File: config.mk
export PLATFORM = sky130hd
export DESIGN_NAME = isa_gpio_pin
export DESIGN_NICKNAME = d
export VERILOG_FILES = /design/src/rtl/gpio_pin_pkg.sv /design/src/rtl/gpio_cfg_reg.sv /design/src/rtl/gpio_addr_dec.sv /design/src/rtl/gpio_out_latch.sv /design/src/rtl/gpio_cs_gen.sv /design/src/rtl/isa_gpio_pin.sv
export SDC_FILE = /design/constraint.sdc
export NUM_CORES = 1
export LEC_CHECK = 0
export ABC_AREA = 1
export CAP_MARGIN = 20
export CORE_MARGIN = 3
export CORE_UTILIZATION = 25
export CTS_BUF_LIST = sky130_fd_sc_hd__clkbuf_16
export DETAILED_ROUTE_END_ITERATION = 7
export HOLD_SLACK_MARGIN = 0.02
export PLACE_DENSITY_LB_ADDON = 0.2
export SYNTH_ARGS = -nofsm -noshare
export SYNTH_HDL_FRONTEND = slang
export SYNTH_HIERARCHICAL = 1
export SYNTH_SLANG_ARGS = --single-unit
File: constraint.sdc
create_clock -name clk_i -period 1.7 [get_ports clk_i]
set_input_delay 0.34 -clock clk_i [delete_from_list [all_inputs] [get_ports clk_i]]
set_output_delay 0.34 -clock clk_i [all_outputs]
set_load 0.005 [all_outputs]
File: src/rtl/gpio_pin_pkg.sv
package gpio_pin_pkg;

  typedef enum logic [1:0] {
    ROLE_OFF  = 2'd0,
    ROLE_OUT  = 2'd1,
    ROLE_IN   = 2'd2,
    ROLE_BIDI = 2'd3
  } data_role_e;

  typedef struct packed {
    logic [2:0] mode;
    logic       cs_pol;
    logic       rd_qual;
    logic       wr_qual;
  } pin_cfg_t;

  localparam pin_cfg_t CFG_RESET = '{mode: 3'b000, cs_pol: 1'b0, rd_qual: 1'b0, wr_qual: 1'b0};

  function automatic logic is_cs(input logic [2:0] mode);
    return mode[2];
  endfunction

  function automatic logic can_write(input logic [2:0] mode);
    return !mode[2] && (mode[1:0] == ROLE_OUT || mode[1:0] == ROLE_BIDI);
  endfunction

  function automatic logic can_read(input logic [2:0] mode);
    return !mode[2] && (mode[1:0] == ROLE_IN || mode[1:0] == ROLE_BIDI);
  endfunction

endpackage

File: src/rtl/gpio_cfg_reg.sv
module gpio_cfg_reg
  import gpio_pin_pkg::*;
#(
  parameter int unsigned AW = 11
) (
  input  logic           clk_i,
  input  logic           rst_ni,
  input  pin_cfg_t       cfg_i,
  input  logic [AW-1:0]  addr_i,
  output pin_cfg_t       cfg_o,
  output logic [AW-1:0]  addr_o
);

  always_ff @(posedge clk_i or negedge rst_ni) begin
    if (!rst_ni) begin
      cfg_o  <= CFG_RESET;
      addr_o <= '0;
    end else begin
      cfg_o  <= cfg_i;
      addr_o <= addr_i;
    end
  end

endmodule

File: src/rtl/gpio_addr_dec.sv
module gpio_addr_dec #(
  parameter int unsigned AW = 11
) (
  input  logic [AW-1:0] bus_addr_i,
  input  logic [AW-1:0] pin_addr_i,
  input  logic          aen_i,
  output logic          hit_o
);

  logic [AW-1:0] bit_eq;

  for (genvar g = 0; g < AW; g++) begin : g_cmp
    assign bit_eq[g] = bus_addr_i[g] ~^ pin_addr_i[g];
  end

  assign hit_o = !aen_i && (&bit_eq);

endmodule

File: src/rtl/gpio_out_latch.sv
module gpio_out_latch (
  input  logic clk_i,
  input  logic rst_ni,
  input  logic wr_act_i,
  input  logic wr_bit_i,
  output logic out_o
);

  logic pend_q;
  logic wdat_q;
  logic out_q;

  // capture on the trailing edge of the qualifying write strobe
  always_ff @(posedge clk_i or negedge rst_ni) begin
    if (!rst_ni) begin
      pend_q <= 1'b0;
      wdat_q <= 1'b0;
      out_q  <= 1'b0;
    end else if (wr_act_i) begin
      pend_q <= 1'b1;
      wdat_q <= wr_bit_i;
    end else if (pend_q) begin
      pend_q <= 1'b0;
      out_q  <= wdat_q;
    end
  end

  assign out_o = out_q;

  p_latch_hold_r4: assert property (@(posedge clk_i) disable iff (!rst_ni)
    !pend_q |=> $stable(out_q));

  p_capture_on_release_r3: assert property (@(posedge clk_i) disable iff (!rst_ni)
    (pend_q && !wr_act_i) |=> (out_q == $past(wdat_q)));

endmodule

File: src/rtl/gpio_cs_gen.sv
module gpio_cs_gen (
  input  logic clk_i,
  input  logic rst_ni,
  input  logic hit_i,
  input  logic ior_ni,
  input  logic iow_ni,
  input  logic rd_qual_i,
  input  logic wr_qual_i,
  input  logic pol_i,
  output logic cs_o
);

  logic sel;

  always_comb begin
    unique case ({rd_qual_i, wr_qual_i})
      2'b00:   sel = hit_i;
      2'b01:   sel = hit_i && !iow_ni;
      2'b10:   sel = hit_i && !ior_ni;
      default: sel = hit_i && (!iow_ni || !ior_ni);
    endcase
  end

  assign cs_o = pol_i ? sel : !sel;

  p_cs_needs_strobe_r7: assert property (@(posedge clk_i) disable iff (!rst_ni)
    ((rd_qual_i || wr_qual_i) && ior_ni && iow_ni) |-> (cs_o == !pol_i));

endmodule

File: src/rtl/isa_gpio_pin.sv
module isa_gpio_pin
  import gpio_pin_pkg::*;
#(
  parameter int unsigned AW       = 11,
  parameter int unsigned DW       = 8,
  parameter int unsigned DATA_BIT = 1
) (
  input  logic          clk_i,
  input  logic          rst_ni,
  input  logic [2:0]    cfg_mode_i,
  input  logic          cfg_cs_pol_i,
  input  logic          cfg_rd_qual_i,
  input  logic          cfg_wr_qual_i,
  input  logic [AW-1:0] cfg_addr_i,
  input  logic          aen_i,
  input  logic [AW-1:0] addr_i,
  input  logic          ior_ni,
  input  logic          iow_ni,
  input  logic [DW-1:0] data_i,
  output logic [DW-1:0] data_o,
  output logic [DW-1:0] data_oe_o,
  input  logic          pin_i,
  output logic          pin_o,
  output logic          pin_oe_o
);

  pin_cfg_t      cfg_d, cfg_q;
  logic [AW-1:0] pin_addr_q;
  logic          hit, wr_act, rd_act, latch_val, cs_val;

  assign cfg_d = '{mode: cfg_mode_i, cs_pol: cfg_cs_pol_i,
                   rd_qual: cfg_rd_qual_i, wr_qual: cfg_wr_qual_i};

  gpio_cfg_reg #(.AW(AW)) u_cfg (
    .clk_i  (clk_i),
    .rst_ni (rst_ni),
    .cfg_i  (cfg_d),
    .addr_i (cfg_addr_i),
    .cfg_o  (cfg_q),
    .addr_o (pin_addr_q)
  );

  gpio_addr_dec #(.AW(AW)) u_dec (
    .bus_addr_i (addr_i),
    .pin_addr_i (pin_addr_q),
    .aen_i      (aen_i),
    .hit_o      (hit)
  );

  assign wr_act = hit && !iow_ni && can_write(cfg_q.mode);
  assign rd_act = hit && !ior_ni && can_read(cfg_q.mode);

  gpio_out_latch u_latch (
    .clk_i    (clk_i),
    .rst_ni   (rst_ni),
    .wr_act_i (wr_act),
    .wr_bit_i (data_i[DATA_BIT]),
    .out_o    (latch_val)
  );

  gpio_cs_gen u_cs (
    .clk_i     (clk_i),
    .rst_ni    (rst_ni),
    .hit_i     (hit),
    .ior_ni    (ior_ni),
    .iow_ni    (iow_ni),
    .rd_qual_i (cfg_q.rd_qual),
    .wr_qual_i (cfg_q.wr_qual),
    .pol_i     (cfg_q.cs_pol),
    .cs_o      (cs_val)
  );

  for (genvar g = 0; g < DW; g++) begin : g_bus
    if (g == DATA_BIT) begin : g_live
      assign data_o[g]    = rd_act ? pin_i : 1'b0;
      assign data_oe_o[g] = rd_act;
    end else begin : g_idle
      assign data_o[g]    = 1'b0;
      assign data_oe_o[g] = 1'b0;
    end
  end

  always_comb begin
    if (is_cs(cfg_q.mode)) begin
      pin_o    = cs_val;
      pin_oe_o = 1'b1;
    end else begin
      pin_o    = latch_val;
      pin_oe_o = can_write(cfg_q.mode);
    end
  end

  p_hit_needs_aen_low_r1: assert property (@(posedge clk_i) disable iff (!rst_ni)
    aen_i |-> !hit);

  p_no_drive_off_in_r2: assert property (@(posedge clk_i) disable iff (!rst_ni)
    (cfg_q.mode == 3'b000 || cfg_q.mode == 3'b010) |-> !pin_oe_o);

  p_bus_drive_on_read_r5: assert property (@(posedge clk_i) disable iff (!rst_ni)
    (|data_oe_o) |-> (!ior_ni && !aen_i && addr_i == pin_addr_q));

  p_single_bus_bit_r5: assert property (@(posedge clk_i) disable iff (!rst_ni)
    $onehot0(data_oe_o));

  p_cs_idle_level_r6: assert property (@(posedge clk_i) disable iff (!rst_ni)
    (cfg_q.mode[2] && !hit) |-> (pin_o == !cfg_q.cs_pol));

endmodule

* Word-level counts from Yosys, hierarchy flattened
Index checks and enable logic that the tools add are counted.
Storage, ports and cells: output and inout bits 18, bits in read-only memories 0, bits in latches 0, bits in registers 20, input port bits 42, memories 0, memory bits (writable) 0
Operators by class: bitwise operators 12, add/sub/neg operators 0, multiplexer cells 6, divide/modulo/power cells 0, shift operators 0, eq/ne operators 5, reductions and logical operators 19, $mul 0, magnitude comparators 0
Operators with widths (count):
- $reduce_and A11 Y1 | 1
- $xnor A1 B1 Y1 | 11
- $logic_and A1 B1 Y1 | 8
- $eq A2 B2 Y1 const B | 3
- $logic_not A1 Y1 | 5
- $mux W1 | 5
- $eq A2 B1 Y1 const B | 2
- $logic_or A1 B1 Y1 | 3
- $pmux W1 S3 | 1
- $logic_not A2 Y1 | 1
- $reduce_and A2 Y1 | 1
- $not A1 Y1 | 1

* Depth between registers and ports, before layout
Gate-level depths: netlist (run 1).
depth after elaboration 8, gate-level depth with buffers 14, mapped depth without buffers 14

* Modules after synthesis
Netlist (run 1), hierarchy kept.
Modules (own cells, without submodules):
- gpio_cfg_reg | sequential area each 425.4 sq um, cells an instance 17, times used 1, area each 425.4 sq um
- gpio_addr_dec | sequential area each 0.0 sq um, cells an instance 64, times used 1, area each 255.2 sq um
- isa_gpio_pin | sequential area each 0.0 sq um, cells an instance 29, times used 1, area each 175.2 sq um
- gpio_cs_gen | sequential area each 0.0 sq um, cells an instance 20, times used 1, area each 111.4 sq um
- gpio_out_latch | sequential area each 75.1 sq um, cells an instance 11, times used 1, area each 108.9 sq um

* Worst setup path after synthesis (run 1)
No wires, ideal clock.
kind register -> output, start register u_cfg/cfg_o[1] (netlist name), end output pin_o, setup slack 246 ps, data arrival time 1114 ps, cell stages (with the launch flop) 11, cell sequence dfrtp_1 > inv_1 > ha_1 > nand2_1 > nand2_1 > nand3_2 > nand2_1 > nand2_1 > nand2_1 > nand2_1 > o21ai_0
On the way: word-level cells in the longest chain between the ends 5, elaborated cells on any way between the ends 7
Ends and longest elaborated chain:
- start, declared | RTL line gpio_cfg_reg.sv:10 | output pin_cfg_t cfg_o,
- start signal, assigned | RTL line gpio_cfg_reg.sv:19 | cfg_o <= cfg_i;
- $eq A2 B2 Y1, or another cell as far along | RTL line gpio_cs_gen.sv:16 | unique case ({rd_qual_i, wr_qual_i})
- $pmux W1 S3 (*) | RTL line gpio_cs_gen.sv:16
- $logic_not A1 Y1 | RTL line gpio_cs_gen.sv:24 | assign cs_o = pol_i ? sel : !sel;
- $mux W1 (*) | RTL line gpio_cs_gen.sv:24
- via cs_val | RTL line isa_gpio_pin.sv:29 | logic hit, wr_act, rd_act, latch_val, cs_val;
- $mux W1 (*) | RTL line isa_gpio_pin.sv:84 | if (is_cs(cfg_q.mode)) begin
- end, declared | RTL line isa_gpio_pin.sv:23 | output logic pin_o,
Mark *: on every way through the listed nets, which the timed path passes. The rest lies on a longest branch.

* Final worst setup path (run 1)
start input addr_i[0], end output pin_o
On the way: word-level cells in the longest chain between the ends 8, elaborated cells on any way between the ends 10
Ends and longest elaborated chain:
- start, declared | RTL line isa_gpio_pin.sv:16 | input logic [AW-1:0] addr_i,
- $xnor A1 B1 Y1 (*) | RTL line gpio_addr_dec.sv:13 | assign bit_eq[g] = bus_addr_i[g] ~^ pin_addr_i[g];
- $reduce_and A11 Y1 (*) | RTL line gpio_addr_dec.sv:16 | assign hit_o = !aen_i && (&bit_eq);
- $logic_and A1 B1 Y1 (*) | RTL line gpio_addr_dec.sv:16
- via hit | RTL line isa_gpio_pin.sv:29
- $logic_and A1 B1 Y1 (on tied branches) | RTL line gpio_cs_gen.sv:20, gpio_cs_gen.sv:18, gpio_cs_gen.sv:19
- $pmux W1 S3 (*) | RTL line gpio_cs_gen.sv:16
- $logic_not A1 Y1 | RTL line gpio_cs_gen.sv:24
- $mux W1 (*) | RTL line gpio_cs_gen.sv:24
- via cs_val | RTL line isa_gpio_pin.sv:29
- $mux W1 (*) | RTL line isa_gpio_pin.sv:84
Marks and branches as above.

==> impl_metrics.json, run 1 <==
{
  "vias": 874,
  "yosysTopAreaCell": "dfrtp_1",
  "violations": "negative setup slack",
  "netlist_top_cells_area": "dfrtp_1, nand2_1, inv_1, buf_4, ha_1",
  "final.min_clock_period_ns": 1.98,
  "ios": 60,
  "timing.final.ws_setup_ns": -0.279,
  "r2r_end": "u_latch/out_o$_DFFE_PN0P_",
  "start_util_pct": 26.3,
  "outcome": "complete, but fails checks",
  "required_ns": 1.36,
  "p_leak_nw": 0.894,
  "finalSetupTns_ns": -0.650,
  "drive_gt1_share_pct": 16.1,
  "core_area_um2": 4090,
  "synthCells": 141,
  "fill_cells": 431,
  "yosysTopAreaCellShare_pct": 46.5,
  "synth.distinct_cells": 17,
  "fmax_ghz": 0.505,
  "die_area_um2": 5130,
  "routabilityCongestion": 0.702,
  "antenna_left": 0,
  "synth_edf_count": 0,
  "utilization_pct": 39.1,
  "drc": 0,
  "port_buffers": 38,
  "antenna_cells": 0,
  "dieHeight_um": 71.6,
  "cts_buffers": 3,
  "dpl.hpwl_mm": 1.69,
  "cp_top_family": "buffers and inverters",
  "grt_max_degree": 21,
  "first_pass_iters": 4,
  "ys_ff_latch": 20,
  "crit_chain": "dlygate4sd2_1, inv_1, buf_4, nor2_1, nor2_1, nand4_1, nor2_2, buf_6, nand3_2, nand2_1, nand2_1, o21ai_1, buf_2",
  "synth_commonest_cells": "nand2_1, inv_1, dfrtp_1",
  "hold_buffers": 0,
  "clk_pin_slew_ns": 0.06,
  "drtIter0Drc": 17,
  "wl_per_cell_um": 8.66,
  "fin_hold_ws_ns": 0.420,
  "via_per_inst": 3.70,
  "drv_cap": 0,
  "placed_cells": 229,
  "rsz0062_at_grt": "yes",
  "fin_cells": 236,
  "area_growth_syn_to_layout_pct": 48.4,
  "clock_path_buffers": 2,
  "worstSetupPathType": "in -> out",
  "endpoint_kind": "output port",
  "slowest_stage": "dlygate4sd2_1",
  "insertion_delay_ns": 0.25,
  "ys_warn_count": 6,
  "gr-total-overflow": 0,
  "setup_viol": 3,
  "fin_skew_ns": 0.00211,
  "cp_num_buf_inv": 5,
  "routed_wirelength_mm": 2.04,
  "cpPeakStageDelay_ns": 0.23,
  "worstReg2RegStart": "u_cfg/addr_o[2]$_DFF_PN0_",
  "synthMostInstantiatedCell": "nand2_1",
  "track_usage_pct": 8.68,
  "antenna_found_initial": 0,
  "die_w_um": 71.6,
  "netlist_area_um2": 1080,
  "ys_seq_area_share_pct": 46.5,
  "clock-root-buffer": "clkbuf_16",
  "ir_drop_mv": 0.481,
  "cts.sinks": 20,
  "hold_path.class": "in -> async",
  "async_flop_share_pct": 100,
  "critPathArrivalTime_ns": 1.64,
  "reg2reg_slack_ns": 0.10,
  "slew_violations": 0,
  "reg2reg_depth": 13,
  "final_nets": 232,
  "hold_viol": 0,
  "first_global_vias": 858,
  "min_period_over_period_pct": 116,
  "cp_max_fo": 3,
  "worst_setup_path_start_kind": "input port",
  "syn_avg_cell_area_um2": 7.63,
  "grt_pass1_wl_mm": 3.42,
  "row_count": 23,
  "power_mw": 1.31,
  "cts_tree": "built",
  "power.density_nw_per_um2": 822,
  "ys.flop_type": "dfrtp_1",
  "htree_levels": 1
}
what timing repair did:
item / 4_1_cts / 5_1_grt
endpoints found under the setup margin: 5 / 5
pin swaps: 14 / 9
buffers inserted: 2 / 1
gates resized for setup: 28 / 8
worst max-delay path by stage:
| stage | startpoint | end | cells after the start |
|---|---|---|---|
| final | addr_i[0] | pin_o | 13 |
| after global routing | u_cfg/addr_o[0]$_DFF_PN0_ | pin_o | 13 |
| after CTS | u_cfg/addr_o[0]$_DFF_PN0_ | pin_o | 14 |
| after detailed placement | addr_i[1] | pin_o | 14 |
| after global placement | addr_i[1] | pin_o | 14 |
| after floorplan | u_cfg/cfg_o[1]$_DFF_PN0_ | pin_o | 10 |
kinds of logic after synthesis:
kind of cell / Yosys count / share of synthesized area (%)
AND/OR/NAND/NOR: 66 / 26.5
adder cells (fa/ha/maj): 3 / 3.49
buffers and inverters: 50 / 22.7
flip-flops: 20 / 46.5
other: 1 / 0.349
AO/OA/AOI/OAI: 1 / 0.465
sequential cells by signal, indices dropped and copies added, names as in the netlist:
signal / count
u_latch/out_o: 1
u_cfg/addr_o: 11
u_latch/pend_q: 1
u_latch/wdat_q: 1
u_cfg/cfg_o: 6
report_power, final:
group	internal [mW]	switching, mW
combinational	0.0890	0.0696
clock	0.467	0.179
sequential	0.497	0.0108
total	1.05	0.260
cells in the final DEF, fill, tap and decap left out, types with 4 or more instances in the layout:
master            n
nor2_2            5
clkdlybuf4s50_1  22
nand2_1          43
buf_4             4
inv_1            32
dlygate4sd2_1    13
dfrtp_1          20
conb_1           14
nand2_2           5
nor2_1            4
worst register-to-register path, cell delays in order (launching register included):
cell and delay [ns]:
dfrtp_1 0.34, inv_1 0.05, nand2_1 0.06, nand2_1 0.05
nor2_1 0.10, nand4_1 0.12, nor2_2 0.16, buf_6 0.13
nand2_1 0.05, nor3_1 0.14, buf_4 0.15, inv_2 0.04
nand3_1 0.06, nand2_1 0.05
per-layer routing:
layer	global-route usage (%)	routed length, um
met5	0	0
met4	3.76	39
met3	3.65	214
met1	8.60	755
met2	15.7	1030
area by class of cell:
type	instances	area (um^2)	share of cell area [%]
clock inverters	1	30.0	1.88
well taps	50	62.6	3.92
clock buffers	3	75.1	4.70
multi-input cells	84	400	25.1
inverters	35	131	8.23
flip-flops and latches	20	500	31.3
repair buffers	43	397	24.8
stage by stage:
stage / setup WS [ns] / cell area (um^2)
2_1_floorplan: 0.246 / 1120
3_3_place_gp: -0.791 / 1470
3_5_place_dp: -0.804 / 1470
4_1_cts: -0.306 / 1560
5_1_grt: -0.461 / 1600
6_report: -0.279 / 1600
Power figures use the tool's default switching activity.
==> run 2: changes to the inputs <==
Settings changed: SYNTH_HIERARCHICAL 1 to default.
==> run 2 against run 1 <==
- the run still ends with negative setup slack left
- utilization grew 1.2 points
- sequential share of layout area rose by 1.6 points
- register-to-register slack better by 0.23 ns
- area after synthesis fell by 6.3%
- hold slack gained 0.0047 ns
- global-route usage shrank 0.069 points
- final cell count fell by 6.8%
- worst setup slack better by 0.089 ns
- critical path depth down 4
- largest cell class unchanged
- largest power group is now registers
==> impl_metrics.json, run 2 <==
{
  "dpl.hpwl_mm": 1.59,
  "p_leak_nw": 0.825,
  "synth.area.mux_share_pct": 0,
  "clock_path_buffers": 2,
  "clk_pin_slew_ns": 0.05,
  "hold_buffers": 0,
  "antenna_cells": 0,
  "power_frac_comb_pct": 14.1,
  "port_buffers": 38,
  "r2r_end": "u_latch.out_o$_DFFE_PN0P_",
  "vias": 810,
  "yosysTopAreaCellShare_pct": 49.6,
  "clockPowerShare_pct": 41.2,
  "critPathArrivalTime_ns": 1.55,
  "synthMostInstantiatedCell": "nand2_1",
  "via_per_inst": 3.68,
  "row_count": 22,
  "die_w_um": 69.5,
  "synthXorXnorAreaFrac_pct": 0,
  "violations": "negative setup slack",
  "wl_per_cell_um": 8.87,
  "synth.distinct_cells": 14,
  "top_usage_layer": "met2",
  "cts.sinks": 20,
  "synthAdderAreaFrac_pct": 0,
  "p_int_mw": 0.896,
  "synth_edf_count": 0,
  "final_common_cell": "nand2_1",
  "grt_max_degree": 21,
  "core_area_um2": 3770,
  "finalSetupTns_ns": -0.507,
  "area_growth_syn_to_layout_pct": 50.5,
  "fin_hold_ws_ns": 0.425,
  "dieHeight_um": 69.5,
  "yosysTopAreaCell": "dfrtp_1",
  "antenna_found_initial": 0,
  "power.density_nw_per_um2": 746,
  "reg2reg_depth": 10,
  "netlist_area_um2": 1010,
  "start_util_pct": 26.7,
  "hold_path.class": "in -> async",
  "ys.flop_type": "dfrtp_1",
  "synth_commonest_cells": "nand2_1, inv_1, dfrtp_1",
  "syn_avg_cell_area_um2": 8.07,
  "timing.final.ws_setup_ns": -0.189,
  "fmax_ghz": 0.529,
  "antenna_left": 0,
  "drtIter0Drc": 12,
  "gr-total-overflow": 0,
  "p_switching_mw": 0.237,
  "final.min_clock_period_ns": 1.89,
  "utilization_pct": 40.2,
  "ys_seq_area_share_pct": 49.6,
  "pre_cts_slack_ns": -0.835,
  "outcome": "complete, but fails checks",
  "ys_warn_count": 0,
  "endpoint_kind": "output port",
  "setup_viol": 3,
  "drc": 0,
  "die_area_um2": 4830,
  "ys_ff_latch": 20,
  "final_nets": 216,
  "routed_wirelength_mm": 1.95,
  "slew_violations": 0,
  "track_usage_pct": 8.61,
  "fin_skew_ns": 0.00129,
  "first_pass_iters": 2,
  "worstReg2RegStart": "u_cfg.addr_o[8]$_DFF_PN0_",
  "rsz0062_at_grt": "yes",
  "layout_common_cells": "nand2_1, inv_1, clkdlybuf4s50_1",
  "hold_viol": 0,
  "synthCells": 125,
  "synth_top_family_by_area": "simple AND/OR/NAND/NOR gates",
  "ir_drop_mv": 0.327,
  "htree_levels": 1,
  "routabilityCongestion": 0.807,
  "gr-usage-met1_pct": 9.43,
  "clock-root-buffer": "clkbuf_16",
  "p_seq_share_pct": 44.7,
  "cts_tree": "built",
  "largest_reg_flops": 11,
  "power.share.switching_pct": 20.9,
  "async_flop_share_pct": 100,
  "drive_gt1_share_pct": 14.0,
  "drv_cap": 0,
  "grt_pass1_wl_mm": 3.33,
  "largest-register": "u_cfg.addr_o",
  "required_ns": 1.36,
  "worstSetupPathType": "reg -> out",
  "worst_setup_path_start_kind": "flop",
  "first_global_vias": 807,
  "insertion_delay_ns": 0.25,
  "met3_usage_pct": 2.03,
  "reg2reg_slack_ns": 0.33,
  "synthSimpleGateAreaFrac_pct": 27.0,
  "cts_buffers": 3,
  "netlist_top_cells_area": "dfrtp_1, nand2_1, buf_4, inv_1, nor2_1",
  "ios": 60,
  "synth_compound_area_share_pct": 1.74,
  "min_period_over_period_pct": 111,
  "top_regs": "u_cfg.addr_o: 11 flops, u_cfg.cfg_o: 6 flops",
  "grt.met2_usage_pct": 14.9,
  "cp_max_fo": 2
}
run 2: cell type report:
cell class | instances | area, um^2
clock buffers | 3 | 75.1
multi-input cells | 76 | 368
inverters | 27 | 101
flip-flops and latches | 20 | 500
fillers | 389 | 2250
well taps | 48 | 60.1
repair buffers | 46 | 413
run 2: worst max-delay path: stages, from the launching register on:
cell and delay (ns):
dfrtp_1 0.37, nand2_1 0.06, nand2_1 0.05, nor2_2 0.14, nand2_2 0.08, nor2_4 0.12, buf_4 0.12, nand3_4 0.07
nor3b_2 0.15, buf_2 0.13
run 2: timing repair:
action / 4_1_cts / 5_1_grt
setup endpoints to repair: 4 / 3
resized for setup: 32 / 0
pin swaps: 18 / 7
buffers inserted: 3 / 0
run 2: kinds of logic (layout without fill, tap and decap cells):
family          after synthesis  in the layout
other cells                   1             14
flops                        20             20
simple gates                 59             59
compound gates                3              3
buf+inv                      42             76
run 2: per-stage QoR:
stage / area (um^2) / power (mW) / cells
2_1_floorplan: 1060 / 0.591 / 138
3_3_place_gp: 1420 / 0.678 / 214
3_5_place_dp: 1420 / 0.681 / 214
4_1_cts: 1520 / 1.15 / 220
5_1_grt: 1520 / 1.20 / 220
6_report: 1520 / 1.13 / 220
run 2: power by group through the flow:
stage	logic [mW]	registers [mW]	clock network, mW
floorplan	0.0787	0.513	0
global placement	0.164	0.513	0
detailed placement	0.167	0.514	0
CTS	0.164	0.506	0.483
global route	0.181	0.508	0.513
finish	0.160	0.506	0.467
run 2: metal layers:
layer	routed length [um]	part of all wire, %
met1	775	40
met2	990	51
met3	135	6.9
met4	49	2.5
met5	0	0
run 2: worst max path at each step:
stage / from / end / slack (ns) / cells after the start
after floorplan: u_cfg.addr_o[4]$_DFF_PN0_ / data_oe_o[1] / 0.28 / 8
after global placement: addr_i[8] / data_o[1] / -0.80 / 10
after detailed placement: addr_i[10] / data_o[1] / -0.84 / 10
after CTS: u_cfg.addr_o[4]$_DFF_PN0_ / pin_o / -0.25 / 11
after global routing: u_cfg.addr_o[4]$_DFF_PN0_ / data_o[1] / -0.36 / 9
final: u_cfg.addr_o[8]$_DFF_PN0_ / data_o[1] / -0.19 / 9
==> run 3: changes to the inputs <==
Settings changed: CORE_UTILIZATION 25 to 30.
Clock period 1.7 ns to 2.4 ns, I/O delays scaled along.
==> run 3 against run 2 <==
- final area down 1.4%
- the flow now finishes without violations
- flip-flop and latch count unchanged
- non-clock buffer count down 2
==> impl_metrics.json, run 3 (synthesis results as in run 2) <==
{
  "outcome": "finished, final reports clean",
  "antenna_cells": 0,
  "die_w_um": 64.0,
  "power_mw": 0.800,
  "gr-total-overflow": 0,
  "min_period_over_period_pct": 95.9,
  "first_global_vias": 824,
  "antenna_found_initial": 0,
  "ir_drop_mv": 0.346,
  "row_count": 20,
  "layout_common_cells": "nand2_1, clkdlybuf4s50_1, inv_1",
  "required_ns": 1.92,
  "drv_cap": 0,
  "design_area_um2": 1500,
  "fmax_ghz": 0.434,
  "largest_reg_flops": 11,
  "worstSetupPathType": "in -> out",
  "fin_skew_ns": 0.00305,
  "clock-root-buffer": "clkbuf_16",
  "rsz0062_at_grt": "yes",
  "worstReg2RegStart": "u_cfg.addr_o[4]$_DFF_PN0_",
  "port_buffers": 38,
  "hold_viol": 0,
  "via_per_inst": 3.90,
  "cp_max_fo": 3,
  "final_common_cell": "nand2_1",
  "crit_start": "addr_i[5]",
  "core_area_um2": 3130,
  "endpoint_kind": "output port",
  "cts_tree": "built",
  "hold_buffers": 0,
  "clock_path_buffers": 2,
  "antenna_left": 0,
  "track_usage_pct": 10.0,
  "wl_per_cell_um": 9.00,
  "dpl.hpwl_mm": 1.63,
  "routabilityCongestion": 0.673,
  "top_regs": "u_cfg.addr_o: 11 flops, u_cfg.cfg_o: 6 flops",
  "htree_levels": 1,
  "slew_violations": 0,
  "pre_cts_slack_ns": -0.378,
  "first_pass_iters": 4,
  "die_area_um2": 4090,
  "start_util_pct": 32.2,
  "setup_viol": 0,
  "ios": 60,
  "largest-register": "u_cfg.addr_o",
  "final_nets": 214,
  "finalSetupTns_ns": 0,
  "insertion_delay_ns": 0.24,
  "p_leak_nw": 0.825,
  "drc": 0,
  "hp-start": "u_latch.out_o$_DFFE_PN0P_",
  "routed_wirelength_mm": 1.93,
  "drive_gt1_share_pct": 10.0,
  "hold_path.class": "reg -> reg",
  "utilization_pct": 47.8,
  "vias": 834,
  "power.density_nw_per_um2": 535,
  "area_growth_syn_to_layout_pct": 48.4,
  "clk_pin_slew_ns": 0.05,
  "cts.sinks": 20,
  "cts_buffers": 3,
  "drtIter0Drc": 19,
  "critPathArrivalTime_ns": 1.82,
  "grt_max_degree": 21,
  "timing.final.ws_setup_ns": 0.0974,
  "dieHeight_um": 64.0,
  "grt_pass1_wl_mm": 3.31,
  "worst_setup_path_start_kind": "input port",
  "dpl_cell_area_um2": 1410,
  "final.min_clock_period_ns": 2.30
}
[run 3: worst paths after layout]
kind	slack (ns)	depth (start not counted)	endpoint
setup reg to reg	1.01	10	u_latch.out_o$_DFFE_PN0P_
setup / recovery	0.1	10	pin_o
hold reg to reg	0.47	2	u_latch.out_o$_DFFE_PN0P_
min in group asynchronous	0.58	2	u_latch.pend_q$_DFF_PN0_
hold / removal	0.47	2	u_latch.out_o$_DFFE_PN0P_
max in group asynchronous	1.61	2	u_cfg.addr_o[10]$_DFF_PN0_
[run 3: report_power, final]
group          total, mW  internal [mW]  switching (mW)
logic              0.114         0.0658          0.0483
registers          0.358          0.352         0.00625
clock network      0.327          0.219           0.108
[run 3: metal layers]
layer  vias to the layer above  GRT usage, %  routed length [um]
li1                        427             -                   -
met1                       368          11.0                 750
met2                        37          19.6                1010
met3                         2          2.11                 154
met4                         0          1.62                  12
met5                         -             0                   0
[run 3: final cells by class]
type	instances	area, um^2
Inverter	27	101
Clock buffer	3	75.1
Fill cell	325	1630
Timing Repair Buffer	44	417
Sequential cell	20	500
Multi-Input combinational cell	76	348
Tap cell	44	55.1
[run 3: worst max-delay path, cell delays in order]
cell	delay (ns)
clkdlybuf4s50_1	0.49
inv_1	0.04
nand2_1	0.05
nand4_1	0.14
nor2_4	0.17
buf_4	0.12
nand4_1	0.08
nand3_1	0.08
nand2_1	0.05
buf_2	0.12
[run 3: per-stage QoR]
| step | hold slack (ns) | cells |
|---|---|---|
| 6_report | 0.468 | 214 |
| 5_1_grt | 0.492 | 214 |
| 4_1_cts | 0.472 | 213 |
| 3_5_place_dp | 0.458 | 209 |
| 3_3_place_gp | 0.455 | 209 |
| 2_1_floorplan | 0.184 | 138 |
[run 3: what timing repair did]
action / in CTS / in global routing
pin swaps: 8 / 9
gates cloned: 0 / 0
resized for setup: 14 / 3
endpoints found under the setup margin: 3 / 3
buffers inserted: 1 / 1
